**src/rtl/ext_bus_seq_pkg.sv**
```systemverilog
`timescale 1ns/1ps
package ext_bus_seq_pkg;

    typedef enum logic [2:0] {
        OP_IDLE  = 3'd0,
        OP_FETCH = 3'd1,
        OP_READ  = 3'd2,
        OP_WRITE = 3'd3,
        OP_OUT   = 3'd4
    } req_op_e;

    typedef enum logic [1:0] {
        K_NONE,
        K_FETCH,
        K_READ,
        K_WRITE
    } acc_kind_e;

    typedef enum logic [1:0] {
        ST_ADDR,
        ST_HOLD,
        ST_STROBE,
        ST_TAIL
    } bus_state_e;

endpackage

```
**src/rtl/bus_seq_phase.sv**
```systemverilog
`timescale 1ns/1ps
module bus_seq_phase #(
    parameter int CYC_LEN = 15,
    parameter int PH_W    = $clog2(CYC_LEN)
) (
    input  logic            clk,
    input  logic            rst_n,
    output logic [PH_W-1:0] ph,
    output logic            ph_last
);
    localparam logic [PH_W-1:0] PH_MAX = PH_W'(CYC_LEN - 1);

    assign ph_last = (ph == PH_MAX);

    always_ff @(posedge clk) begin
        if (!rst_n)       ph <= PH_MAX;
        else if (ph_last) ph <= '0;
        else              ph <= ph + 1'b1;
    end
endmodule

```
**src/rtl/bus_seq_outlatch.sv**
```systemverilog
`timescale 1ns/1ps
module bus_seq_outlatch #(
    parameter int DB_W = 8
) (
    input  logic            clk,
    input  logic            rst_n,
    input  logic            load,
    input  logic [DB_W-1:0] din,
    output logic            valid,
    output logic [DB_W-1:0] q
);
    always_ff @(posedge clk) begin
        if (!rst_n) begin
            valid <= 1'b0;
            q     <= '0;
        end else if (load) begin
            valid <= 1'b1;
            q     <= din;
        end
    end
endmodule

```
**src/rtl/bus_seq_rdcap.sv**
```systemverilog
`timescale 1ns/1ps
module bus_seq_rdcap #(
    parameter int DB_W = 8
) (
    input  logic            clk,
    input  logic            rst_n,
    input  logic            load,
    input  logic [DB_W-1:0] din,
    output logic            valid,
    output logic [DB_W-1:0] data
);
    always_ff @(posedge clk) begin
        if (!rst_n) begin
            valid <= 1'b0;
            data  <= '0;
        end else begin
            valid <= load;
            if (load) data <= din;
        end
    end
endmodule

```
**src/rtl/ext_bus_seq.sv**
```systemverilog
`timescale 1ns/1ps
module ext_bus_seq
    import ext_bus_seq_pkg::*;
#(
    parameter int CYC_LEN      = 15,
    parameter int ALE_LEN      = 4,
    parameter int HOLD_LEN     = 2,
    parameter int STB_LEN      = 6,
    parameter int DB_W         = 8,
    parameter int PC_W         = 12,
    parameter int INT_ROM_SIZE = 1024
) (
    input  logic                 clk,
    input  logic                 rst_n,
    input  logic [2:0]           req_op,
    input  logic [PC_W-1:0]      req_addr,
    input  logic [DB_W-1:0]      req_wdata,
    input  logic                 ext_access,
    input  logic [DB_W-1:0]      db_in,
    output logic                 ale,
    output logic                 psen_n,
    output logic                 rd_n,
    output logic                 wr_n,
    output logic [DB_W-1:0]      db_out,
    output logic                 db_oe,
    output logic [PC_W-DB_W-1:0] p2_addr,
    output logic                 p2_oe,
    output logic                 rsp_valid,
    output logic [DB_W-1:0]      rsp_data
);
    localparam int PH_W    = $clog2(CYC_LEN);
    localparam int STB_BEG = ALE_LEN + HOLD_LEN;
    localparam logic [PH_W-1:0] PH_ALE_END  = PH_W'(ALE_LEN - 1);
    localparam logic [PH_W-1:0] PH_HOLD_END = PH_W'(STB_BEG - 1);
    localparam logic [PH_W-1:0] PH_STB_END  = PH_W'(STB_BEG + STB_LEN - 1);
    localparam logic [PC_W:0]   ROM_LIMIT   = (PC_W + 1)'(INT_ROM_SIZE);

    logic [PH_W-1:0] ph;
    logic            ph_last;
    bus_state_e      state, nxt;
    acc_kind_e       cur_kind, new_kind;
    logic [PC_W-1:0] cur_addr;
    logic [DB_W-1:0] cur_wdata;
    logic            cap_en;
    logic            lat_v;
    logic [DB_W-1:0] lat_q;
    logic            rd_load;
    logic            addr_phase;

    bus_seq_phase #(.CYC_LEN(CYC_LEN), .PH_W(PH_W)) u_phase (
        .clk     (clk),
        .rst_n   (rst_n),
        .ph      (ph),
        .ph_last (ph_last)
    );

    // State register
    always_ff @(posedge clk) begin
        if (!rst_n) state <= ST_TAIL;
        else        state <= nxt;
    end

    // Transitions, each at a fixed clock of the machine cycle
    always_comb begin
        nxt = state;
        unique case (state)
            ST_ADDR:   if (ph == PH_ALE_END)  nxt = ST_HOLD;
            ST_HOLD:   if (ph == PH_HOLD_END) nxt = ST_STROBE;
            ST_STROBE: if (ph == PH_STB_END)  nxt = ST_TAIL;
            ST_TAIL:   if (ph_last)           nxt = ST_ADDR;
        endcase
    end

    assign cap_en = (state == ST_TAIL) && ph_last;

    // Request decode: internal fetches and idle/output cycles leave the bus alone
    always_comb begin
        new_kind = K_NONE;
        unique case (req_op)
            OP_FETCH: if (ext_access || ({1'b0, req_addr} >= ROM_LIMIT)) new_kind = K_FETCH;
            OP_READ:  new_kind = K_READ;
            OP_WRITE: new_kind = K_WRITE;
            default:  new_kind = K_NONE;
        endcase
    end

    always_ff @(posedge clk) begin
        if (!rst_n) begin
            cur_kind  <= K_NONE;
            cur_addr  <= '0;
            cur_wdata <= '0;
        end else if (cap_en) begin
            cur_kind  <= new_kind;
            cur_addr  <= req_addr;
            cur_wdata <= req_wdata;
        end
    end

    bus_seq_outlatch #(.DB_W(DB_W)) u_outlatch (
        .clk   (clk),
        .rst_n (rst_n),
        .load  (cap_en && (req_op == OP_OUT)),
        .din   (req_wdata),
        .valid (lat_v),
        .q     (lat_q)
    );

    assign rd_load = (state == ST_STROBE) && (ph == PH_STB_END) &&
                     ((cur_kind == K_FETCH) || (cur_kind == K_READ));

    bus_seq_rdcap #(.DB_W(DB_W)) u_rdcap (
        .clk   (clk),
        .rst_n (rst_n),
        .load  (rd_load),
        .din   (db_in),
        .valid (rsp_valid),
        .data  (rsp_data)
    );

    // Outputs from state and captured request
    always_comb begin
        addr_phase = (state == ST_ADDR) || (state == ST_HOLD);
        ale        = (state == ST_ADDR);
        psen_n     = 1'b1;
        rd_n       = 1'b1;
        wr_n       = 1'b1;
        db_oe      = lat_v;
        db_out     = lat_q;
        unique case (cur_kind)
            K_FETCH: begin
                psen_n = (state != ST_STROBE);
                db_oe  = addr_phase;
                db_out = cur_addr[DB_W-1:0];
            end
            K_READ: begin
                rd_n   = (state != ST_STROBE);
                db_oe  = addr_phase;
                db_out = cur_addr[DB_W-1:0];
            end
            K_WRITE: begin
                wr_n   = (state != ST_STROBE);
                db_oe  = 1'b1;
                db_out = addr_phase ? cur_addr[DB_W-1:0] : cur_wdata;
            end
            default: ;
        endcase
        p2_oe   = (cur_kind == K_FETCH);
        p2_addr = cur_addr[PC_W-1:DB_W];
    end
endmodule

```
**config.mk**
```make
export PLATFORM = sky130hd
export DESIGN_NAME = ext_bus_seq
export DESIGN_NICKNAME = d
export VERILOG_FILES = /design/src/rtl/ext_bus_seq_pkg.sv /design/src/rtl/bus_seq_phase.sv /design/src/rtl/bus_seq_outlatch.sv /design/src/rtl/bus_seq_rdcap.sv /design/src/rtl/ext_bus_seq.sv
export SDC_FILE = /design/constraint.sdc
export NUM_CORES = 1
export LEC_CHECK = 0
export ABC_AREA = 1
export BUFFER_PORTS_ARGS = -buffer_cell sky130_fd_sc_hd__buf_2
export CAP_MARGIN = 30
export CORE_MARGIN = 5
export CORE_UTILIZATION = 45
export DETAILED_ROUTE_END_ITERATION = 16
export GPL_TIMING_DRIVEN = 0
export PLACE_DENSITY = 0.8
export SYNTH_ARGS = -nofsm -noshare
export SYNTH_HDL_FRONTEND = slang
export SYNTH_SLANG_ARGS = --single-unit
```
**constraint.sdc**
```tcl
create_clock -name clk -period 1.99 [get_ports clk]
set_input_delay 0.4975 -clock clk [delete_from_list [all_inputs] [get_ports clk]]
set_output_delay 0.4975 -clock clk [all_outputs]
set_load 0.1 [all_outputs]
```
# Word-level counts from Yosys, hierarchy flattened
# Index checks and enable logic that the tools add are counted.
[classes]
bitwise_logic = 1
n_reduce_logical = 11
add_sub_neg = 1
n_mux = 14
n_eq_ne = 19
n_lt_le_gt_ge = 1
[ops]
columns = ["operator", "count"]
rows = [
  ["8-bit case mux with 2 select lines", 1],
  ["12-bit by 11-bit >= comparator with 1-bit output (second input constant)", 1],
  ["2-bit == test (second input constant)", 4],
  ["4-bit == test (second input constant)", 2],
  ["2-bit two-way mux", 4],
  ["8-bit two-way mux", 1],
  ["2-bit case mux with 4 select lines", 1],
  ["3-bit by 2-bit == test with 1-bit output (second input constant)", 2],
  ["2-bit inequality test (second input constant)", 3],
  ["2-bit case mux with 3 select lines", 1],
  ["4-bit by 1-bit adder with 4-bit output (second input constant)", 1],
  ["2-bit by 1-bit == test with 1-bit output (second input constant)", 2],
  ["4-bit by 2-bit == test with 1-bit output (second input constant)", 1],
  ["4-bit by 3-bit == test with 1-bit output (second input constant)", 1],
  ["1-bit logical AND", 4],
  ["1-bit two-way mux", 4],
  ["4-bit two-way mux", 1],
  ["2-bit by 1-bit inequality test with 1-bit output (second input constant)", 2],
  ["4-bit AND reduction", 1],
  ["2-bit OR reduction", 2],
  ["3-bit by 1-bit == test with 1-bit output (second input constant)", 1],
  ["3-bit == test (second input constant)", 1],
  ["1-bit logical OR", 3],
  ["2-bit zero test", 1],
  ["2 further kinds", 2],
]
[word_totals]
inputBits = 34
output_inout_bits = 27
wordCells = 57
register_bits = 46

# Longest topological paths before layout
[logic_depth]
word_depth = 4
depth_mapped = 8
mapped_depth_nobuf = 8

# By module
# A second synthesis with hierarchy kept.
[hier_totals]
hier_cells = 343
area_unflattened_um2 = 2313.5
[by_module_without_submodules]
columns = ["module", "area_each_um2", "cells_per_inst", "n_inst", "seq_area_each_um2"]
rows = [
  ["ext_bus_seq", 1383.8, 210, 1, 480.5],
  ["bus_seq_outlatch", 380.4, 53, 1, 180.2],
  ["bus_seq_rdcap", 375.4, 54, 1, 180.2],
  ["bus_seq_phase", 173.9, 26, 1, 80.1],
]

# Worst setup path after synthesis
# Ideal clock, no wire load.
[synth_timing]
kind = "reg2out"
startpoint = "register state[0]"
endpoint = "output port db_oe"
arrival_time_ns = 3.656
path_buffers = 0
t_required_ns = 1.492
path_slack_ns = -2.163
stages_incl_launch_ff = 7
cell_sequence = "dfxtp_1 inv_1 ha_1 nor2_2 inv_1 a21oi_1 o21ai_0"
[synth_via]
elab_chain_len = 3
word_cells_on_any_way = 4
classes_between = "1 x eq/ne; 1 x mux; 2 x reduce/logical"
[synth_rtl]
columns = ["element", "line_no", "rtl"]
rows = [
  ["start: declaration", "ext_bus_seq.sv:40", "bus_state_e state, nxt;"],
  ["start signal: assignment", "ext_bus_seq.sv:60", "else state <= nxt;"],
  ["2-bit zero test", "--", ""],
  ["named net ale", "ext_bus_seq.sv:20", "output logic ale,"],
  ["1-bit logical OR", "ext_bus_seq.sv:122", "addr_phase = (state == ST_ADDR) || (state == ST_HOLD);"],
  ["1-bit case mux with 2 select lines", "ext_bus_seq.sv:129", "unique case (cur_kind)"],
  ["end: declaration", "ext_bus_seq.sv:25", "output logic db_oe,"],
]
# The timed path passes the listed nets, and every way through them passes these cells.

# Final worst setup path
[layout_timing]
startpoint = "register state[0]"
endpoint = "output port db_out[4]"
[layout_via]
elab_chain_len = 4
word_cells_on_any_way = 5
classes_between = "1 x eq/ne; 2 x mux; 2 x reduce/logical"
[layout_rtl]
columns = ["element", "line_no", "rtl"]
rows = [
  ["2-bit by 1-bit == test with 1-bit output / 2-bit zero test (equally long branches)", "ext_bus_seq.sv:122", ""],
  ["1-bit logical OR *", "ext_bus_seq.sv:122", ""],
  ["8-bit two-way mux *", "ext_bus_seq.sv:143", "db_out = addr_phase ? cur_addr[DB_W-1:0] : cur_wdata;"],
  ["8-bit case mux with 2 select lines *", "ext_bus_seq.sv:129", ""],
  ["end: declaration", "ext_bus_seq.sv:24", "output logic [DB_W-1:0] db_out,"],
]
# Every way passes the cells marked *; elsewhere a longest branch is shown, timed or not.

==> impl_metrics.tcl <==
set metrics [dict create \
    status "complete, but fails checks" \
    violations "setup timing" \
    path_max_fanout 6 \
    finalSetupViolations 9 \
    finalClockSkew_ps 4.662 \
    grt_max_degree 13 \
    hold_viol 0 \
    slew_violations 0 \
    cts.sinks 46 \
    rrSetupSlack_ps 280 \
    finalWeightedCongestion 0.8242 \
    drt_pass1_iterations 4 \
    clk_latency_ps 300 \
    total_power_mw 5.131 \
    yosys.cell_types.count 24 \
    htreeDepth 2 \
    worst_path_max_delay_cell "dfxtp_4" \
    worstMarginPinSlew_ps 491.5 \
    synth_top_area_cell "dfxtp_1" \
    period_share 1.099 \
    synth_warnings 0 \
    cts-buffers-inserted 5 \
    max_freq_mhz 457.4 \
    yosysSeqAreaShare 0.4317 \
    grt_overflow 0 \
    viasPerCell 5.200 \
    critPathBufInv 3 \
    wl_met2_um 3053 \
    timing.setup.tns_ps -1559 \
    final_cell_mix "buf_2 (52), nand2_1 (50), dfxtp_1 (42), nor2_1 (33), a21oi_1 (33)" \
    layout_setup_ws_ps -196.5 \
    clkTransAtPathRegs_ps 80 \
    slowest_delay_ps 390 \
    avgSynthCellArea_um2 7.207 \
    arrival_ps 1690 \
    period_needed_ps 2186 \
    boundaryPins 61 \
    path_delay_family "flip-flops" \
    grt_first_pass_wirelength_um 9860 \
    fillers 391 \
    critical_path.startpoint_type "flip-flop" \
    synth_top_area_share 0.4317 \
    core-area_mm2 0.004661 \
    start_util 0.4577 \
    root_buffer "clkbuf_8" \
    place_ws_ps -302.0 \
    avgRoutedWirePerCell_um 14.08 \
    drt-total-wl_um 5983 \
    synthCells 296 \
    place_inst 410 \
    die_area_mm2 0.006217 \
    worstPathRequired_ps 1490 \
    wl_met1_um 2453 \
    syn_to_final_growth_pct 44.99 \
    maxCapViolations 0 \
    fin_cells 425 \
    nets 414 \
    via_count 2210 \
    antenna_left 0 \
    path_cells "inv_4 > ha_4 > nor2_4 > buf_6 > a21oi_1 > o21ai_1 > a21oi_4 > buf_12" \
    die_h_um 78.85 \
    synth_seq_cells 46 \
    power_density_mw_per_mm2 1659 \
    antenna_found_initial 0 \
    port_buffers 60 \
    num_rows 25 \
    grt_pass1_vias 2156 \
    layout_commonest_cell "buf_2" \
    drt_first_iter_violations 113 \
    rsz0062_at_grt "yes" \
    synth_nets 339 \
    dp_hpwl_um 4094 \
    p_leak_nw 1.307 \
    fp.dieW_um 78.85 \
    drc 0 \
    synth_area_leaders "dfxtp_1 (43%), a21oi_1 (13%), nand2_1 (9.0%)" \
    synth.cell_area_mm2 0.002133 \
    hold_class "primary input to flip-flop" \
    clockBufferDepth 2 \
    wl_met3_um 392 \
    routed.top_layer "met4" \
    track_usage 0.2021 \
    worstSetupPathType "flip-flop to output pin" \
    antenna_cells 0 \
    worst_setup_path_end_kind "output pin" \
    drive_gt1_frac 0.3801 \
    relSlewSlack 0.6746 \
    ir_worst_vdd_mv 1.601 \
    cts_tree "done" \
]
[cell usage after synthesis (all sizes together)]
| cell type | instances |
|---|---|
| nand3 | 7 |
| clkbuf | 4 |
| nand4 | 1 |
| nor3 | 1 |
| clkinv | 2 |
| buf | 12 |
| inv | 32 |
| dfxtp | 46 |
| nor2 | 36 |
| or2 | 1 |
| ha | 9 |
| a21oi | 56 |
| nand2 | 53 |
| o21ai | 36 |
[cell type report]
cell class	count	area (um2)	share of cell area
tap	54	67.56	0.02184
buffer	16	116.4	0.03762
inverter	34	138.9	0.04490
multi-input combinational	200	1241	0.4013
timing repair buffer	68	521.8	0.1687
clock buffer	7	76.32	0.02468
sequential	46	930.9	0.3010
[per-stage QoR]
stage	hold slack (ps)	cell area, um2	utilization
2_1_floorplan	429.7	2281	-
3_3_place_gp	428.5	2649	0.5683
5_1_grt	440.1	3093	0.6636
4_1_cts	429.7	3064	0.6575
3_5_place_dp	434.6	2649	0.5683
6_report	435.9	3093	0.6636
[layer usage]
layer | up-vias | track usage
met3 | 10 | 0.05102
met5 | - | 0
met2 | 82 | 0.3710
met1 | 1017 | 0.2320
li1 | 1101 | -
met4 | 0 | 0.05498
[worst min-delay path, delay by kind of cell]
kind | cells | cell delay [ps]
AO/OA/AOI/OAI | 1 | 50
AND/OR/NAND/NOR | 1 | 50
buffers and inverters | 1 | 90
[sequential cells by signal, indices dropped and copies added (netlist names)]
name              cells
cur_addr             12
cur_kind              2
cur_wdata             8
state                 2
u_outlatch.q          8
u_outlatch.valid      1
u_phase.ph            4
u_rdcap.data          8
u_rdcap.valid         1
[power by group]
part / switching, mW / internal [mW]
Clock: 0.302 / 0.242
Combinational: 2.18 / 1.10
Sequential: 0.166 / 1.14
[worst paths after layout]
kind / startpoint / end / depth (start not counted)
max: state[0]$_SDFFE_PN1P_ / db_out[4] / 8
min: req_addr[3] / cur_addr[3]$_SDFFE_PN0P_ / 3
max reg2reg: cur_kind[1]$_SDFFE_PN0P_ / u_rdcap.data[7]$_SDFFE_PN0P_ / 8
min reg2reg: u_rdcap.data[5]$_SDFFE_PN0P_ / u_rdcap.data[5]$_SDFFE_PN0P_ / 2
[cells by family after synthesis]
| group | count (synthesis) | share of synthesized area |
|---|---|---|
| compound gates | 92 | 0.2158 |
| fa+ha+maj | 9 | 0.05279 |
| buf+inv | 50 | 0.1050 |
| flops | 46 | 0.4317 |
| simple gates | 99 | 0.1947 |
[repair_timing]
item                                    CTS  global route
gates resized for setup                  80             8
gates cloned                              1             0
endpoints found under the setup margin   12            12
hold buffers                              0             0
pin swaps                                 8             0
buffers inserted                          7             0
Note: power is estimated with default switching activity, not from simulation.
